`src/rtl/vml_pkg.sv`:
```
package vml_pkg;
   localparam int unsigned MODE_W = 2;
   localparam int unsigned DIV_W  = 3;

   typedef enum logic [MODE_W-1:0] {
      MODE_WIDE = 2'd0,
      MODE_MID  = 2'd1,
      MODE_FINE = 2'd2,
      MODE_ALT  = 2'd3
   } vmode_e;

   function automatic logic [DIV_W-1:0] div_for(input logic [MODE_W-1:0] m);
      case (vmode_e'(m))
         MODE_FINE: div_for = DIV_W'(1);
         MODE_MID:  div_for = DIV_W'(2);
         default:   div_for = DIV_W'(4);
      endcase
   endfunction
endpackage

```
`src/rtl/vml_run_counter.sv`:
```
module vml_run_counter #(
   parameter int unsigned MAX = 5,
   localparam int unsigned CW = $clog2(MAX + 1)
) (
   input  logic          clk_i,
   input  logic          rst_ni,
   input  logic          level_i,
   output logic [CW-1:0] cnt_o
);
   if (MAX < 1) begin : g_bad_max
      $error("vml_run_counter: MAX must be at least 1");
   end

   logic [CW-1:0] cnt_q;

   always_ff @(posedge clk_i or negedge rst_ni) begin
      if (!rst_ni)                cnt_q <= '0;
      else if (!level_i)          cnt_q <= '0;
      else if (cnt_q != CW'(MAX)) cnt_q <= cnt_q + 1'b1;
   end

   assign cnt_o = cnt_q;
endmodule

```
`src/rtl/vml_mode_reg.sv`:
```
module vml_mode_reg
   import vml_pkg::*;
#(
   parameter logic [MODE_W-1:0] RESET_MODE = 2'd1
) (
   input  logic              clk_i,
   input  logic              rst_ni,
   input  logic              apply_i,
   input  logic              wr_i,
   input  logic [MODE_W-1:0] wdata_i,
   output logic [MODE_W-1:0] mode_o,
   output logic [MODE_W-1:0] pend_o,
   output logic              load_o,
   output logic              chg_o
);
   logic [MODE_W-1:0] mode_q, pend_q;
   logic              chg_q;

   assign load_o = apply_i && (pend_q != mode_q);

   always_ff @(posedge clk_i or negedge rst_ni) begin
      if (!rst_ni) begin
         mode_q <= RESET_MODE;
         pend_q <= RESET_MODE;
         chg_q  <= 1'b0;
      end else begin
         chg_q <= load_o;
         if (load_o) mode_q <= pend_q;
         if (wr_i)   pend_q <= wdata_i;
      end
   end

   assign mode_o = mode_q;
   assign pend_o = pend_q;
   assign chg_o  = chg_q;
endmodule

```
`src/rtl/vml_div_map.sv`:
```
module vml_div_map
   import vml_pkg::*;
#(
   parameter bit                REG_DIV    = 1'b1,
   parameter logic [MODE_W-1:0] RESET_MODE = 2'd1
) (
   input  logic              clk_i,
   input  logic              rst_ni,
   input  logic              load_i,
   input  logic [MODE_W-1:0] load_mode_i,
   input  logic [MODE_W-1:0] mode_i,
   output logic [DIV_W-1:0]  div_o
);
   if (REG_DIV) begin : g_reg
      logic [DIV_W-1:0] div_q;
      always_ff @(posedge clk_i or negedge rst_ni) begin
         if (!rst_ni) div_q <= div_for(RESET_MODE);
         else         div_q <= div_for(load_i ? load_mode_i : mode_i);
      end
      assign div_o = div_q;
   end else begin : g_comb
      assign div_o = div_for(mode_i);
   end
endmodule

```
`src/rtl/vidmode_sync_latch.sv`:
```
module vidmode_sync_latch
   import vml_pkg::*;
#(
   parameter int unsigned       LATCH_AT   = 4,
   parameter int unsigned       VS_DELAY   = 2,
   parameter int unsigned       VS_WIDTH   = 4,
   parameter logic [MODE_W-1:0] RESET_MODE = 2'd1,
   parameter bit                REG_DIV    = 1'b1
) (
   input  logic              clk_i,
   input  logic              rst_ni,
   input  logic              hsync_i,
   input  logic              vsync_i,
   input  logic              mode_wr_i,
   input  logic [MODE_W-1:0] mode_wdata_i,
   output logic [MODE_W-1:0] mode_o,
   output logic [DIV_W-1:0]  pix_div_o,
   output logic              mode_chg_o,
   output logic              vsync_o
);
   localparam int unsigned HS_MAX = LATCH_AT + 1;
   localparam int unsigned HS_CW  = $clog2(HS_MAX + 1);
   localparam int unsigned VS_MAX = VS_DELAY + VS_WIDTH;
   localparam int unsigned VS_CW  = $clog2(VS_MAX + 1);

   if (LATCH_AT < 1) begin : g_bad_latch
      $error("vidmode_sync_latch: LATCH_AT must be at least 1");
   end
   if (VS_WIDTH < 1) begin : g_bad_width
      $error("vidmode_sync_latch: VS_WIDTH must be at least 1");
   end

   logic [HS_CW-1:0]  hs_cnt;
   logic [VS_CW-1:0]  vs_cnt;
   logic              apply, load;
   logic [MODE_W-1:0] pend, mode;
   logic              vs_q;

   vml_run_counter #(.MAX(HS_MAX)) u_hs_cnt (
      .clk_i(clk_i), .rst_ni(rst_ni), .level_i(hsync_i), .cnt_o(hs_cnt)
   );

   vml_run_counter #(.MAX(VS_MAX)) u_vs_cnt (
      .clk_i(clk_i), .rst_ni(rst_ni), .level_i(vsync_i), .cnt_o(vs_cnt)
   );

   assign apply = hsync_i && (hs_cnt == HS_CW'(LATCH_AT));

   vml_mode_reg #(.RESET_MODE(RESET_MODE)) u_mode (
      .clk_i(clk_i), .rst_ni(rst_ni), .apply_i(apply),
      .wr_i(mode_wr_i), .wdata_i(mode_wdata_i),
      .mode_o(mode), .pend_o(pend), .load_o(load), .chg_o(mode_chg_o)
   );

   vml_div_map #(.REG_DIV(REG_DIV), .RESET_MODE(RESET_MODE)) u_div (
      .clk_i(clk_i), .rst_ni(rst_ni), .load_i(load),
      .load_mode_i(pend), .mode_i(mode), .div_o(pix_div_o)
   );

   always_ff @(posedge clk_i or negedge rst_ni) begin
      if (!rst_ni) vs_q <= 1'b0;
      else         vs_q <= vsync_i && (vs_cnt >= VS_CW'(VS_DELAY))
                                   && (vs_cnt <  VS_CW'(VS_MAX));
   end

   assign mode_o  = mode;
   assign vsync_o = vs_q;
endmodule

```
`config.mk`:
```
export PLATFORM = sky130hd
export DESIGN_NAME = vidmode_sync_latch
export DESIGN_NICKNAME = d
export VERILOG_FILES = /design/src/rtl/vml_pkg.sv /design/src/rtl/vml_run_counter.sv /design/src/rtl/vml_mode_reg.sv /design/src/rtl/vml_div_map.sv /design/src/rtl/vidmode_sync_latch.sv
export SDC_FILE = /design/constraint.sdc
export NUM_CORES = 1
export LEC_CHECK = 0
export CAP_MARGIN = 30
export CELL_PAD_IN_SITES_DETAIL_PLACEMENT = 1
export CELL_PAD_IN_SITES_GLOBAL_PLACEMENT = 2
export CORE_AREA = 4 4 51 53
export DETAILED_ROUTE_END_ITERATION = 8
export DIE_AREA = 0 0 55 57
export GPL_ROUTABILITY_DRIVEN = 0
export PLACE_DENSITY = 0.8
export SYNTH_ARGS = -nofsm -noshare
export SYNTH_HDL_FRONTEND = slang
export SYNTH_SLANG_ARGS = --single-unit
```
`constraint.sdc`:
```
create_clock -name clk_i -period 3.6 [get_ports clk_i]
set_input_delay 0.54 -clock clk_i [delete_from_list [all_inputs] [get_ports clk_i]]
set_output_delay 0.54 -clock clk_i [all_outputs]
set_load 0.02 [all_outputs]
```
Yosys cells after proc, flatten, opt, wreduce, memory -nomap -nowiden --
Cells that the tools add are included. W data, S select, Z words.
Word-level totals: register bits after elaboration 15, bits of input ports 7, output and inout bits 7, word-level logic and storage cells 29
Operators by class: equal/unequal tests 8, muxes and demuxes 6, order comparisons 2, reduce and logical (&&, ||, !) cells 4, $add $sub $neg 2
Operators with widths (number):
- $mux W3 | 4
- $add A3 B1 Y3 const B | 2
- $ne A3 B3 Y1 const B | 2
- $pmux W3 S2 | 1
- $logic_and A1 B1 Y1 | 4
- $ne A2 B1 Y1 const B | 2
- $eq A3 B3 Y1 const B | 1
- $ge A3 B2 Y1 const B | 1
- $lt A3 B3 Y1 const B | 1
- $eq A2 B1 Y1 const B | 1
- $eq A2 B2 Y1 const B | 1
- $mux W2 | 1
- $ne A2 B2 Y1 | 1

Logic depth before layout (Yosys ltp) --
depth after elaboration 6, mapped depth 5, depth with buffers taken out 5

By module --
From an unflattened synthesis, not the netlist that was laid out.
Unflattened totals: cell total of the unflattened synthesis 55, area total of the unflattened synthesis 706.9 sq um
Modules (own cells, without submodules):
- vml_run_counter | instances 2, cells each 15, sequential area each 75.1 sq um, area each 156.4 sq um
- vml_mode_reg | instances 1, cells each 12, sequential area each 127.6 sq um, area each 197.7 sq um
- vml_div_map | instances 1, cells each 9, sequential area each 76.3 sq um, area each 143.9 sq um
- vidmode_sync_latch | instances 1, cells each 4, sequential area each 25.0 sq um, area each 52.6 sq um

Worst setup path before layout --
Ideal clock, no wire load.
path kind flip-flop to flip-flop, from register u_hs_cnt.cnt_q[0] (netlist: u_hs_cnt.cnt_o[0]), to register u_div.g_reg.div_q[2] (netlist: u_div.div_o[2]), library setup time 126 ps, setup slack 2163 ps, cell stages (with the launch flop) 6, arrival 1311 ps, path buffers 0, clock period less this slack 1437 ps, data required time 3474 ps, cells stage by stage dfrtp_1 inv_1 ha_1 nand3_4 mux2_4 ha_1
Between the ends: longest elaborated chain between the ends 6, elaborated cells on any way between the ends 7, classes of those cells 3 x eq/ne; 2 x mux; 2 x reduce/logical
RTL lines:
- start: declaration | line vml_run_counter.sv:14 | logic [CW-1:0] cnt_q;
- start signal: assignment | line vml_run_counter.sv:19 | else if (cnt_q != CW'(MAX)) cnt_q <= cnt_q + 1'b1;
- $eq A3 B3 Y1 (*) | line vidmode_sync_latch.sv:47 | assign apply = hsync_i && (hs_cnt == HS_CW'(LATCH_AT));
- $logic_and A1 B1 Y1 (*) | line vidmode_sync_latch.sv:47
- $logic_and A1 B1 Y1 (*) | line vml_mode_reg.sv:19 | assign load_o = apply_i && (pend_q != mode_q);
- $mux W2 (*)
- $eq A2 B1 Y1 / $eq A2 B2 Y1 (equally long branches) | line vml_pkg.sv:13 | case (vmode_e'(m))
- $pmux W3 S2 (*) | line vml_pkg.sv:13
- end signal: assignment | line vml_div_map.sv:17 | if (!rst_ni) div_q <= div_for(RESET_MODE);
- end signal: assignment | line vml_div_map.sv:18 | else div_q <= div_for(load_i ? load_mode_i : mode_i);
- end: declaration | line vml_div_map.sv:15 | logic [DIV_W-1:0] div_q;
Mark *: on every way between the ends. The rest lies on a longest branch, timed or not. A chain may end at the register's enable or synchronous reset.

Worst setup path after layout --
from register u_mode.mode_q[0] (netlist: u_mode.mode_o[0]), to output port mode_o[0]
RTL lines:
- start: declaration | line vml_mode_reg.sv:16 | logic [MODE_W-1:0] mode_q, pend_q;
- start signal: assignment | line vml_mode_reg.sv:28 | if (load_o) mode_q <= pend_q;
- end: declaration | line vidmode_sync_latch.sv:16 | output logic [MODE_W-1:0] mode_o,
No word-level cell between the ends.

==> flow_summary.ini <==
[place]
place_area_sq_um = 855
port_buffers = 13
dp_cells = 94
hpwlAfterDp_um = 988

[synth]
synth.net_count = 66
syn_area_sq_um = 689
yosys_warnings = 0
ys_ff_latch = 15
synth_cells = 53
ys_seq_area_share_pct = 55.0
netlist-cell-type-count = 19
synth.avg_cell_area_sq_um = 13.0

[worst_hold_path]
holdCritPathClass = flop to flop

[pwr]
totalPowerFinal_uw = 506
vdd_drop_max_mv = 0.271
p_per_area_nw_per_um2 = 575
leakage_uw = 0.000404

[floorplan]
die-area_sq_um = 3140
initial_utilization_pct = 32.1
row_count = 17
num_io_pins = 14
die_y_um = 57
dieWidth_um = 55
placeableCoreArea_sq_um = 2150

[routing]
highest_layer = met4
met2_length_um = 648
postRouteAntennaNets = 0
wirelength_met1_um = 541
dr.pass1.iters = 1
via_per_inst = 4.51
routedWlPerCell_um = 12.9
dr_total_vias = 442
drtIter0Drc = 0
wl_met3_um = 49
drc = 0
wirelength_um = 1260

[final_layout]
multi_input_area_sq_um = 288
num-fill-cells = 231
drive_gt1_share_pct = 18.6
post-route-util_pct = 41.0
diodes = 0
area_growth_pct = 27.8
final_common_cell = clkdlybuf4s50_1
seq_area_sq_um = 379
final_net_count = 84
layout_common_cells = clkdlybuf4s50_1, dfrtp_1, inv_1, ha_1, a21oi_1
fin_cells = 98
stdcell_area_sq_um = 881

[timing]
slew_violations = 0
finalSetupTns_ps = 0
rsz0062_at_grt = false
fmax_ghz = 0.498
max-slew-margin-rel_pct = 56.4
min_period_ps = 2010
fin_crit_sh_pct = 55.8
worst_pin_slew_ps = 653
fin_worst_skew_ps = 1.98
hold_viol = 0
setup_viol = 0

[setup_path]
cpPeakStageDelay_ps = 620
cp.arrival_ps = 1470
rrSetupSlack_ps = 2040
crit_buf_inv = 1
end_kind = output pin
worstSetupPathType = flop to output pin
crit_required_ps = 3060
cp_max_fo = 4
cpMaxStageDelayCell = clkdlybuf4s50_1
cp_cell_sequence = clkdlybuf4s50_1
critPathTopFamily = buffers and inverters
crit_path_start_kind = flop

[job]
max_cap_viol_count = 0

[global_routing]
grt_overflow = 0
grt_pass1_wl_um = 2170
grt_usage_pct = 9.68
first_global_vias = 468
antenna_found_initial = 0
grt_max_degree = 16

[cts]
insertion_delay_ps = 280
cts_tree = yes
clkSlewWorstSetupHoldPaths_ps = 80
cts_root_buffer = clkbuf_4
holdBufCountCts = 0
post_cts_resized = 0
cts_buffers = 3
h-tree-depth = 1
cts_sinks = 15
postCtsSetupRepairBufs = 0
cts_buffer_depth = 2

[outcome]
status = completed
## worst register-to-register path, cell delays in order, from the launching register on
cell and delay [ps]:
dfrtp_1 440, inv_1 80, ha_1 200, nand3_4 130, mux2_4 330, ha_1 270
## final timing paths
kind                              startpoint           endpoint  cells after the start
min in group asynchronous             rst_ni  u_hs_cnt.cnt_o[0]                      1
max reg2reg                u_hs_cnt.cnt_o[0]     u_div.div_o[2]                      5
min                        u_vs_cnt.cnt_o[0]  u_vs_cnt.cnt_o[0]                      1
max in group asynchronous             rst_ni  u_hs_cnt.cnt_o[2]                      1
min reg2reg                u_vs_cnt.cnt_o[0]  u_vs_cnt.cnt_o[0]                      1
max                         u_mode.mode_o[0]          mode_o[0]                      1
## through the flow
stage / hold WS, ps / setup slack (ps)
after floorplan: 244 / 2160
after global placement: 480 / 1680
after detailed placement: 481 / 1630
after CTS: 499 / 1570
after global routing: 524 / 1540
final: 492 / 1590
## state kept, by name, summed over array words and instances, names as in the netlist
signal,flops
u_div.div_o,3
u_hs_cnt.cnt_o,3
u_vs_cnt.cnt_o,3
u_mode.mode_o,2
u_mode.pend_o,2
u_mode.chg_o,1
vsync_o,1
## logic make-up after synthesis
group	count (synthesis)	synth area share [%]
flops	15	55.0
compound gates	11	9.98
buf+inv	6	3.27
mux	6	10.5
fa+ha+maj	6	10.9
simple gates	6	6.53
xor+xnor	3	3.81
## area by class of cell
class	instances	area share, %
Sequential cell	15	43.0
Multi-Input combinational cell	32	32.7
Timing Repair Buffer	13	14.8
Tap cell	28	3.98
Clock buffer	4	2.98
Inverter	6	2.56
## power breakdown
part | total (uW) | switching (uW) | internal, uW
clock | 93.8 | 50.7 | 43.0
combinational | 170 | 77.1 | 93.2
sequential | 242 | 30.6 | 212
## synth_stat cells
master | count | area (sq um)
dfrtp_1 | 12 | 300
ha_1 | 6 | 75.1
inv_1 | 6 | 22.5
a21oi_1 | 4 | 20.0
dfstp_2 | 3 | 78.8
xnor2_1 | 3 | 26.3
a31oi_1 | 2 | 12.5
mux2_2 | 2 | 22.5
mux2_4 | 2 | 30.0
mux2i_1 | 2 | 20.0
nand3_1 | 2 | 10.0
o21ai_0 | 2 | 10.0
a211oi_1 | 1 | 7.51
a21bo_2 | 1 | 10.0
a21o_2 | 1 | 8.76
nand2b_1 | 1 | 6.26
nand3_4 | 1 | 17.5
nand3b_1 | 1 | 7.51
nor2_1 | 1 | 3.75
## layer usage
| metal | global-route usage [%] | vias to the layer above |
|---|---|---|
| met4 | 4.17 | 0 |
| li1 | - | 217 |
| met2 | 14.4 | 9 |
| met5 | 0 | - |
| met1 | 12.2 | 214 |
| met3 | 3.92 | 2 |
Power figures use the tool's default switching activity.
